$ cat src/rtl/halt_wake_ctrl.sv
module halt_wake_ctrl #(
  parameter int PORT_W = 8,
  parameter int IRQ_N = 4,
  parameter int SETTLE_CYCLES = 1024,
  localparam int CNT_W = $clog2(SETTLE_CYCLES + 1)
) (
  input  logic              clk,
  input  logic              rst_n,
  input  logic              ext_rst,
  input  logic              halt_cmd,
  input  logic              wdt_clr,
  input  logic              wdt_ovf,
  input  logic [PORT_W-1:0] port_in,
  input  logic [PORT_W-1:0] port_wake_mask,
  input  logic [IRQ_N-1:0]  irq_req,
  input  logic [IRQ_N-1:0]  irq_en,
  input  logic              stack_full,
  output logic              sys_clk_en,
  output logic              core_run,
  output logic              resume_stb,
  output logic              irq_take_stb,
  output logic              warm_rst_stb,
  output logic              pd_flag,
  output logic              to_flag
);

  localparam logic [1:0] ST_RUN    = 2'd0;
  localparam logic [1:0] ST_HALT   = 2'd1;
  localparam logic [1:0] ST_SETTLE = 2'd2;
  localparam logic [1:0] ST_VECDLY = 2'd3;

  localparam logic [1:0] WK_PLAIN = 2'd0;
  localparam logic [1:0] WK_TAKE  = 2'd1;
  localparam logic [1:0] WK_WARM  = 2'd2;
  localparam logic [1:0] WK_INIT  = 2'd3;

  localparam logic [CNT_W-1:0] CNT_LAST = CNT_W'(SETTLE_CYCLES - 1);

  logic [1:0]        st;
  logic [1:0]        cause;
  logic [CNT_W-1:0]  cnt;
  logic [PORT_W-1:0] port_q;
  logic [IRQ_N-1:0]  irq_armed;

  logic [PORT_W-1:0] port_fall;
  logic [IRQ_N-1:0]  irq_hit;
  logic [IRQ_N-1:0]  irq_first;
  logic              take_ok;

  assign port_fall  = port_q & ~port_in & port_wake_mask;
  assign irq_hit    = irq_req & irq_armed;
  assign irq_first  = irq_hit & (~irq_hit + IRQ_N'(1));
  assign take_ok    = |(irq_first & irq_en) && !stack_full;

  assign sys_clk_en = (st != ST_HALT);
  assign core_run   = (st == ST_RUN);

  always_ff @(posedge clk or negedge rst_n) begin
    if (!rst_n) begin
      st           <= ST_RUN;
      cause        <= WK_PLAIN;
      cnt          <= '0;
      port_q       <= '0;
      irq_armed    <= '0;
      pd_flag      <= 1'b0;
      to_flag      <= 1'b0;
      resume_stb   <= 1'b0;
      irq_take_stb <= 1'b0;
      warm_rst_stb <= 1'b0;
    end else begin
      port_q       <= port_in;
      resume_stb   <= 1'b0;
      irq_take_stb <= 1'b0;
      warm_rst_stb <= 1'b0;
      if (ext_rst) begin
        st      <= ST_SETTLE;
        cause   <= WK_INIT;
        cnt     <= '0;
        pd_flag <= 1'b0;
        to_flag <= 1'b0;
      end else begin
        case (st)
          ST_RUN: begin
            if (halt_cmd) begin
              st        <= ST_HALT;
              pd_flag   <= 1'b1;
              to_flag   <= 1'b0;
              irq_armed <= ~irq_req;
            end else if (wdt_clr) begin
              pd_flag <= 1'b0;
            end
          end
          ST_HALT: begin
            if (wdt_ovf) begin
              st      <= ST_SETTLE;
              cause   <= WK_WARM;
              cnt     <= '0;
              to_flag <= 1'b1;
            end else if (|irq_hit) begin
              st    <= ST_SETTLE;
              cause <= take_ok ? WK_TAKE : WK_PLAIN;
              cnt   <= '0;
            end else if (|port_fall) begin
              st    <= ST_SETTLE;
              cause <= WK_PLAIN;
              cnt   <= '0;
            end
          end
          ST_SETTLE: begin
            if (cnt == CNT_LAST) begin
              cnt <= '0;
              case (cause)
                WK_TAKE:  st <= ST_VECDLY;
                WK_PLAIN: begin st <= ST_RUN; resume_stb <= 1'b1; end
                WK_WARM:  begin st <= ST_RUN; warm_rst_stb <= 1'b1; end
                default:  st <= ST_RUN;
              endcase
            end else begin
              cnt <= cnt + CNT_W'(1);
            end
          end
          default: begin
            st           <= ST_RUN;
            irq_take_stb <= 1'b1;
          end
        endcase
      end
    end
  end

endmodule

$ cat config.mk
export PLATFORM = sky130hd
export DESIGN_NAME = halt_wake_ctrl
export DESIGN_NICKNAME = d
export VERILOG_FILES = /design/src/rtl/halt_wake_ctrl.sv
export SDC_FILE = /design/constraint.sdc
export NUM_CORES = 1
export LEC_CHECK = 0
export BUFFER_PORTS_ARGS = -buffer_cell sky130_fd_sc_hd__buf_2
export CAP_MARGIN = 20
export CORE_AREA = 3 3 78 88
export CTS_BUF_LIST = sky130_fd_sc_hd__clkbuf_4 sky130_fd_sc_hd__clkbuf_8
export CTS_CLUSTER_SIZE = 20
export DETAILED_ROUTE_END_ITERATION = 10
export DIE_AREA = 0 0 81 91
export PLACE_DENSITY = 0.48
export SLEW_MARGIN = 0
export SYNTH_ARGS = -nofsm -noshare
export SYNTH_HDL_FRONTEND = slang
export SYNTH_SLANG_ARGS = --single-unit
$ cat constraint.sdc
create_clock -name clk -period 3.9 [get_ports clk]
set_clock_uncertainty 0.15 [all_clocks]
set_input_delay 0.78 -clock clk [delete_from_list [all_inputs] [get_ports clk]]
set_output_delay 0.78 -clock clk [all_outputs]
set_load 0.03 [all_outputs]
==> impl_summary.txt, run 1 <==
----------------------------------------------------
[Power]
  Worst vdd ir ... 121 µV
  Power dissipated by switching net loads ... 175 µW
  Sequential group share of total power ... 47.3%
  Proportion of power drawn by combinational gates ... 8.4%
  Switching fraction of total power ... 22.5%
  Clock power frac ... 44.4%
  Internal portion of total power ... 605 µW
  Leakage power summed over all cells ... 0.842 nW
  Total power divided by cell area ... 411 nW/µm²

[Synthesis]
  Mean cell area of the mapped netlist ... 10.3 µm²
  Dominant combinational cell family by area after synthesis ... compound AO/OA/AOI/OAI gates
  Cell area after technology mapping ... 1500 µm²
  Fraction of registers with async set/reset ... 100%
  Net count after synthesis ... 178
  Post-synthesis share of cell area spent on and, or, nand and nor gates ... 19.4%
  Xor-xnor portion of the synthesized cell area ... 0.585%
  Sequential cell area fraction in the yosys report ... 53.5%
  Most used flip-flop cell after synthesis ... sky130_fd_sc_hd__dfrtp_1
  Number of different library cells in the post-synthesis netlist ... 43
  Post-Synthesis Cells ... 146
  Number of storage elements in the synthesis netlist ... 32
  Fraction of the mapped netlist area in compound gates ... 22.0%
  Top cell type by total area after synthesis ... sky130_fd_sc_hd__dfrtp_1
  Ranking of synthesized cells by area ... sky130_fd_sc_hd__dfrtp_1 (53%), sky130_fd_sc_hd__nand2_1 (4.5%), sky130_fd_sc_hd__a21oi_1 (3.7%), sky130_fd_sc_hd__o21ai_0 (3.7%), sky130_fd_sc_hd__inv_1 (1.8%)
  Most common cell in the synthesized netlist ... sky130_fd_sc_hd__dfrtp_1
  Most used standard cells in the synthesized netlist ... sky130_fd_sc_hd__dfrtp_1 (32), sky130_fd_sc_hd__nand2_1 (18), sky130_fd_sc_hd__a21oi_1 (11), sky130_fd_sc_hd__o21ai_0 (11), sky130_fd_sc_hd__inv_1 (7)
  Number of flops mapped to enable cells by yosys ... 0
  Area share of the leading cell type in the synthesized netlist ... 53.5%
  Synthesized-area fraction occupied by adder cells ... 0.835%
  Proportion of synthesized area in mux cells ... 1.34%
  Number of warning messages in the yosys log ... 0

[GRT]
  Global route hottest layer ... met2
  Number of antenna violations at the first check in global routing ... 0
  All-layer global routing usage ... 10.6%
  Met2 Use GR ... 18.0%
  Met3 track demand over resource in global routing ... 3.27%
  Global-route wire length before repair ... 6.02 mm
  Maximum number of pins on one net before global-route repair ... 33
  Vias in the first global route ... 1300
  GR Util met1 ... 12.0%
  GRT overflow ... 0

[Worst setup path]
  Slowest-stage cell, CP ... sky130_fd_sc_hd__dfrtp_1
  Crit Path Category ... reg -> out
  Longest individual stage delay on the worst path ... 580 ps
  Critical path launch point type ... flop
  Cell type group with the largest total delay on the critical path ... flip-flops
  Worst setup slack for register-to-register paths ... 1800 ps
  CP Data Required Time ... 2970 ps
  Instance count on the critical path ... 3
  Launch point of the critical path ... st[0]$_DFFE_PN0P_
  Endpoint of the worst register-to-register path ... cnt[2]$_DFFE_PN0P_
  Sort of element at the end of the critical path ... primary output
  Number of buffers and inverters on the critical path ... 2
  Logic depth of the worst register-to-register path ... 6
  Capture point of the worst path ... sys_clk_en
  Critical R2R Launch ... cnt[0]$_DFFE_PN0P_
  CP Cell Sequence ... nor2b_1 -> inv_1 -> buf_2
  Data arrival at the endpoint of the critical path ... 1470 ps
  Crit Path Max Fanout ... 14

[Routing]
  Via-per-instance ratio ... 4.65
  Post-detailed-route count of antenna-violating nets ... 0
  Final routed DRC violation total ... 0
  WL/cell ... 13.4 µm
  Count of vias placed by the detailed router ... 1251
  TritonRoute pass-1 iters ... 4
  Final wirelength ... 3.60 mm
  Violation count after the first detailed-route iteration ... 70

[Timing]
  PnR worst setup slack ... 1500 ps
  Post-route fraction of the period consumed by the critical path ... 61.6%
  Sum of negative setup slack ... 0 ps
  Timing-limited maximum frequency ... 0.416 GHz
  Total count of hold-check failures in the final report ... 0
  RSZ-0062 raised after global routing ... no
  Worst-Margin Slew ... 809 ps
  Worst max-slew margin expressed relative to the limit ... 46.1%
  Number of max-slew violations in the final report ... 0
  Setup Viol. Count Final ... 0
  Final critical-path required period ... 2400 ps
  Hold slack ... 336 ps

[Die]
  Count of standard-cell rows ... 30
  # IOs ... 38
  Height of the die ... 91 µm
  Area of the core ... 6080 µm²
  Die Outline Area ... 7370 µm²
  Die Width ... 81 µm
  Starting density of the core ... 24.6%

[CTS]
  Root buf cell ... sky130_fd_sc_hd__clkbuf_8
  CTS sink cnt ... 32
  Clock latency of the later-clocked register in the worst-skew pair ... 280 ps
  Number of setup buffers added after CTS ... 0
  Clock tree from TritonCTS ... yes
  Clk slew on worst S/H paths ... 70 ps
  Cts-stage hold buffer count ... 0
  Resize count post-CTS ... 0
  H-Tree Depth ... 2
  CTS max path bufs ... 2
  Cts bufs inserted ... 5

[Place]
  Post-detailed-placement half-perimeter wirelength ... 2.72 mm
  Final weighted congestion in routability-driven placement ... 0.774
  Count of port buffers added during placement ... 37
  Pre-CTS setup slack ... 1300 ps

[Final layout]
  Nets@finish ... 220
  Area growth syn-to-layout ... 26.8%
  Ant diodes ... 0
  Share of cells above drive strength 1 ... 27.0%

[Hold path]
  Class of the tightest hold or removal check ... reg -> reg

[Run]
  Max capacitance violation total ... 0

[Run status]
  Run status ... finished, final reports clean

----------------------------------------------------
-- cells by family (layout without fill, tap and decap cells) --
group	Yosys count	after routing
DFF	32	32
buffers and inverters	9	52
adders and majority gates	1	1
xor gates and xnor gates	1	1
muxes	2	2
and+or+nand+nor	51	51
AOI/OAI and AO/OA	50	50
-- state kept, by name, indices dropped and copies added, names as in the netlist --
register      cells
cnt              11
pd_flag           1
irq_armed         4
to_flag           1
irq_take_stb      1
st                2
resume_stb        1
port_q            8
warm_rst_stb      1
cause             2
-- per-layer routing --
metal / vias to the layer above / share of wire, %
li1: 628 / -
met1: 586 / 43
met2: 31 / 49
met3: 6 / 6.6
met4: 0 / 1.6
met5: - / 0
-- cell usage in the layout (no fill, tap or decap), types with 3 or more instances in the layout --
| cell | instances |
|---|---|
| sky130_fd_sc_hd__buf_2 | 37 |
| sky130_fd_sc_hd__dfrtp_1 | 32 |
| sky130_fd_sc_hd__nand2_1 | 18 |
| sky130_fd_sc_hd__a21oi_1 | 11 |
| sky130_fd_sc_hd__o21ai_0 | 11 |
| sky130_fd_sc_hd__inv_1 | 7 |
| sky130_fd_sc_hd__clkbuf_8 | 7 |
| sky130_fd_sc_hd__nor2_1 | 6 |
| sky130_fd_sc_hd__o22ai_1 | 4 |
| sky130_fd_sc_hd__a31oi_1 | 4 |
| sky130_fd_sc_hd__and3_1 | 3 |
| sky130_fd_sc_hd__nor4_1 | 3 |
| sky130_fd_sc_hd__nand3_1 | 3 |
| sky130_fd_sc_hd__nand3b_1 | 3 |
| sky130_fd_sc_hd__o21a_1 | 3 |
-- stage by stage --
stage	cell area, µm²	utilization (%)	power, mW	instances
final	1900	31.2	0.780	269
after global routing	1900	31.2	0.819	269
after CTS	1900	31.2	0.792	269
after detailed placement	1770	29.2	0.441	261
after global placement	1770	29.2	0.440	261
after floorplan	1500	-	0.405	146
-- worst min-delay path: cells and delay by family, from the launching register on --
| family | cells | cell delay, ps |
|---|---|---|
| compound gates | 1 | 60 |
| flops | 1 | 340 |
| simple gates | 1 | 40 |
-- how the worst min path moves through the flow --
stage / start / cells past startpoint / end
2_1_floorplan: cause[1]$_DFFE_PN0P_ / 1 / resume_stb$_DFF_PN0_
3_3_place_gp: irq_armed[3]$_DFFE_PN0P_ / 2 / irq_armed[3]$_DFFE_PN0P_
3_5_place_dp: cause[1]$_DFFE_PN0P_ / 1 / resume_stb$_DFF_PN0_
4_1_cts: irq_armed[3]$_DFFE_PN0P_ / 2 / irq_armed[3]$_DFFE_PN0P_
5_1_grt: cause[0]$_DFFE_PN0P_ / 1 / resume_stb$_DFF_PN0_
6_report: irq_armed[3]$_DFFE_PN0P_ / 2 / irq_armed[3]$_DFFE_PN0P_
-- power groups by stage --
stage               clock (mW)  sequential [mW]  combinational, mW
floorplan                    0            0.370             0.0346
finish                   0.346            0.369             0.0653
CTS                      0.357            0.368             0.0672
detailed placement           0            0.374             0.0667
global route             0.368            0.373             0.0778
global placement             0            0.374             0.0664
-- final cells by class --
type	count	area, µm²
sequential	32	801
timing repair buffer	37	185
multi-input combinational	105	661
inverter	7	26.3
fill	677	4180
clock buffer	7	96.3
tap	80	100
clock inverter	1	30.0
Power figures use the tool's default switching activity.
==> run 2, diff against run 1 <==
PLACE_DENSITY = 0.49   (was 0.48)
clock period = 2 ns   (was 3.9 ns; I/O delays follow)
==> run 2 against run 1 <==
Net effect:
- total power grew 95%
- largest power group unchanged
- critical path depth did not move
- via count up 8.2%
- setup slack got worse by 1400 ps
- register-to-register slack got worse by 1700 ps
==> impl_summary.txt, run 2 (same netlist as run 1, synthesis figures left out) <==
----------------------------------------------------
[Worst setup path]
  Crit Path Max Fanout ... 11
  Sort of element at the end of the critical path ... primary output
  CP Cell Sequence ... nor2_2 -> buf_4 -> buf_2
  Longest individual stage delay on the worst path ... 490 ps
  Slowest-stage cell, CP ... sky130_fd_sc_hd__dfrtp_2
  Crit Path Category ... reg -> out
  Data arrival at the endpoint of the critical path ... 1360 ps
  CP Data Required Time ... 1450 ps
  Critical path launch point type ... flop

[Routing]
  Post-Route M1 WL ... 1.65 mm
  Final routed DRC violation total ... 0
  WL/cell ... 12.6 µm
  Met3 wire length ... 193 µm
  Top Layer Used ... met4
  TritonRoute pass-1 iters ... 4
  Via-per-instance ratio ... 4.60
  Count of vias placed by the detailed router ... 1353
  Routed length on met2 ... 1.79 mm
  Post-detailed-route count of antenna-violating nets ... 0
  Violation count after the first detailed-route iteration ... 44
  Final wirelength ... 3.71 mm

[GRT]
  GRT overflow ... 0
  Vias in the first global route ... 1446
  Maximum number of pins on one net before global-route repair ... 33
  Number of antenna violations at the first check in global routing ... 0
  Global-route wire length before repair ... 6.38 mm
  All-layer global routing usage ... 10.9%

[Final layout]
  Nets@finish ... 245
  Final design area excluding fillers ... 2160 µm²
  Ant diodes ... 0
  Share of cells above drive strength 1 ... 40.7%
  Fillcell total ... 637
  Most frequent standard cell in the layout excluding fill and tap cells ... sky130_fd_sc_hd__buf_2
  Register with the most flip-flops ... cnt
  Post-route core utilization ... 35.5%
  Commonest cells after routing, fill and taps aside ... sky130_fd_sc_hd__buf_2 (37), sky130_fd_sc_hd__dfrtp_1 (30), sky130_fd_sc_hd__buf_4 (25), sky130_fd_sc_hd__nand2_1 (17)
  Combined area of the multi-input logic cells ... 742 µm²
  Final cell count without fillers ... 294
  Max FFs per register ... 11
  Largest regs ... cnt: 11 flops, port_q: 8 flops, irq_armed: 4 flops
  Area growth syn-to-layout ... 43.9%
  Sequential cell area in the final layout ... 803 µm²

[Timing]
  Final critical-path required period ... 1910 ps
  RSZ-0062 raised after global routing ... no
  PnR worst setup slack ... 93.6 ps
  Total count of hold-check failures in the final report ... 0
  Setup Viol. Count Final ... 0
  Number of max-slew violations in the final report ... 0
  Post-route fraction of the period consumed by the critical path ... 95.3%
  Sum of negative setup slack ... 0 ps
  Worst max-slew margin expressed relative to the limit ... 52.5%
  Hold slack ... 4.76 ps
  Worst-Margin Slew ... 712 ps
  Timing-limited maximum frequency ... 0.525 GHz

[CTS]
  Clock latency of the later-clocked register in the worst-skew pair ... 290 ps
  Clock tree from TritonCTS ... yes
  Clk slew on worst S/H paths ... 70 ps
  CTS sink cnt ... 32
  Cts-stage hold buffer count ... 0
  Root buf cell ... sky130_fd_sc_hd__clkbuf_8
  CTS max path bufs ... 2
  H-Tree Depth ... 2
  Cts bufs inserted ... 5

[Place]
  Pre-CTS setup slack ... -263 ps
  Cell area after placement ... 1950 µm²
  DP Cell Count ... 285
  Count of port buffers added during placement ... 37
  Final weighted congestion in routability-driven placement ... 0.755
  Post-detailed-placement half-perimeter wirelength ... 2.75 mm

[Die]
  Area of the core ... 6080 µm²
  Die Width ... 81 µm
  Count of standard-cell rows ... 30
  # IOs ... 38
  Starting density of the core ... 24.6%
  Height of the die ... 91 µm
  Die Outline Area ... 7370 µm²

[Run status]
  Run status ... finished, final reports clean

[Power]
  Total power divided by cell area ... 705 nW/µm²
  Leakage power summed over all cells ... 0.966 nW
  Worst vdd ir ... 294 µV
  Power after layout ... 1.52 mW

[Hold path]
  Class of the tightest hold or removal check ... in -> async

[Run]
  Max capacitance violation total ... 0

----------------------------------------------------
run 2: cell count changes in the layout (fill, tap and decap cells not counted), sizes merged:
cell / delta
clkbuf: -2
clkinv: +1
clkinvlp: +1
buf: +25
run 2: final timing paths:
| path | from | end | slack [ps] | cells after the start |
|---|---|---|---|---|
| worst max-delay path | st[1]$_DFFE_PN0P_ | core_run | 90 | 3 |
| worst min-delay path | rst_n | port_q[4]$_DFF_PN0_ | 5 | 1 |
| worst max register to register | cnt[1]$_DFFE_PN0P_ | warm_rst_stb$_DFF_PN0_ | 110 | 5 |
| worst min register to register | cause[1]$_DFFE_PN0P_ | resume_stb$_DFF_PN0_ | 330 | 1 |
| max in group asynchronous | rst_n | st[0]$_DFFE_PN0P_ | 1190 | 1 |
| min in group clk | port_in[6] | port_q[6]$_DFF_PN0_ | 70 | 1 |
run 2: area by class of cell:
cell class	instances	share of cell area, %
clock buffer	5	3.19
clock inverter	3	1.97
inverter	7	1.22
multi-input combinational	105	34.4
sequential	32	37.3
tap	80	4.64
timing repair buffer	62	17.3
run 2: power by group:
group | leakage, nW | total [mW] | switching (mW) | internal, mW
Combinational | 0.505 | 0.169 | 0.0814 | 0.0881
Sequential | 0.406 | 0.722 | 0.0398 | 0.682
Clock | 0.0541 | 0.627 | 0.259 | 0.368
run 2: critical path: cells and delay by family (launching register included):
family | cells | cell delay (ps)
flops | 1 | 490
simple gates | 1 | 220
buf+inv | 2 | 350
run 2: repair_timing:
| item | in CTS | in global routing |
|---|---|---|
| gates resized for setup | 1 | 15 |
| pin swaps | 0 | 2 |
| endpoints found under the setup margin | 7 | 16 |
| endpoints found under the hold margin | 0 | 0 |
| buffers inserted | 0 | 1 |
| gates cloned | 0 | 0 |
run 2: per-layer routing:
metal	GRT usage [%]	up-vias
met5	0	-
met1	13.0	632
li1	-	677
met4	5.49	0
met2	18.4	37
met3	2.08	7
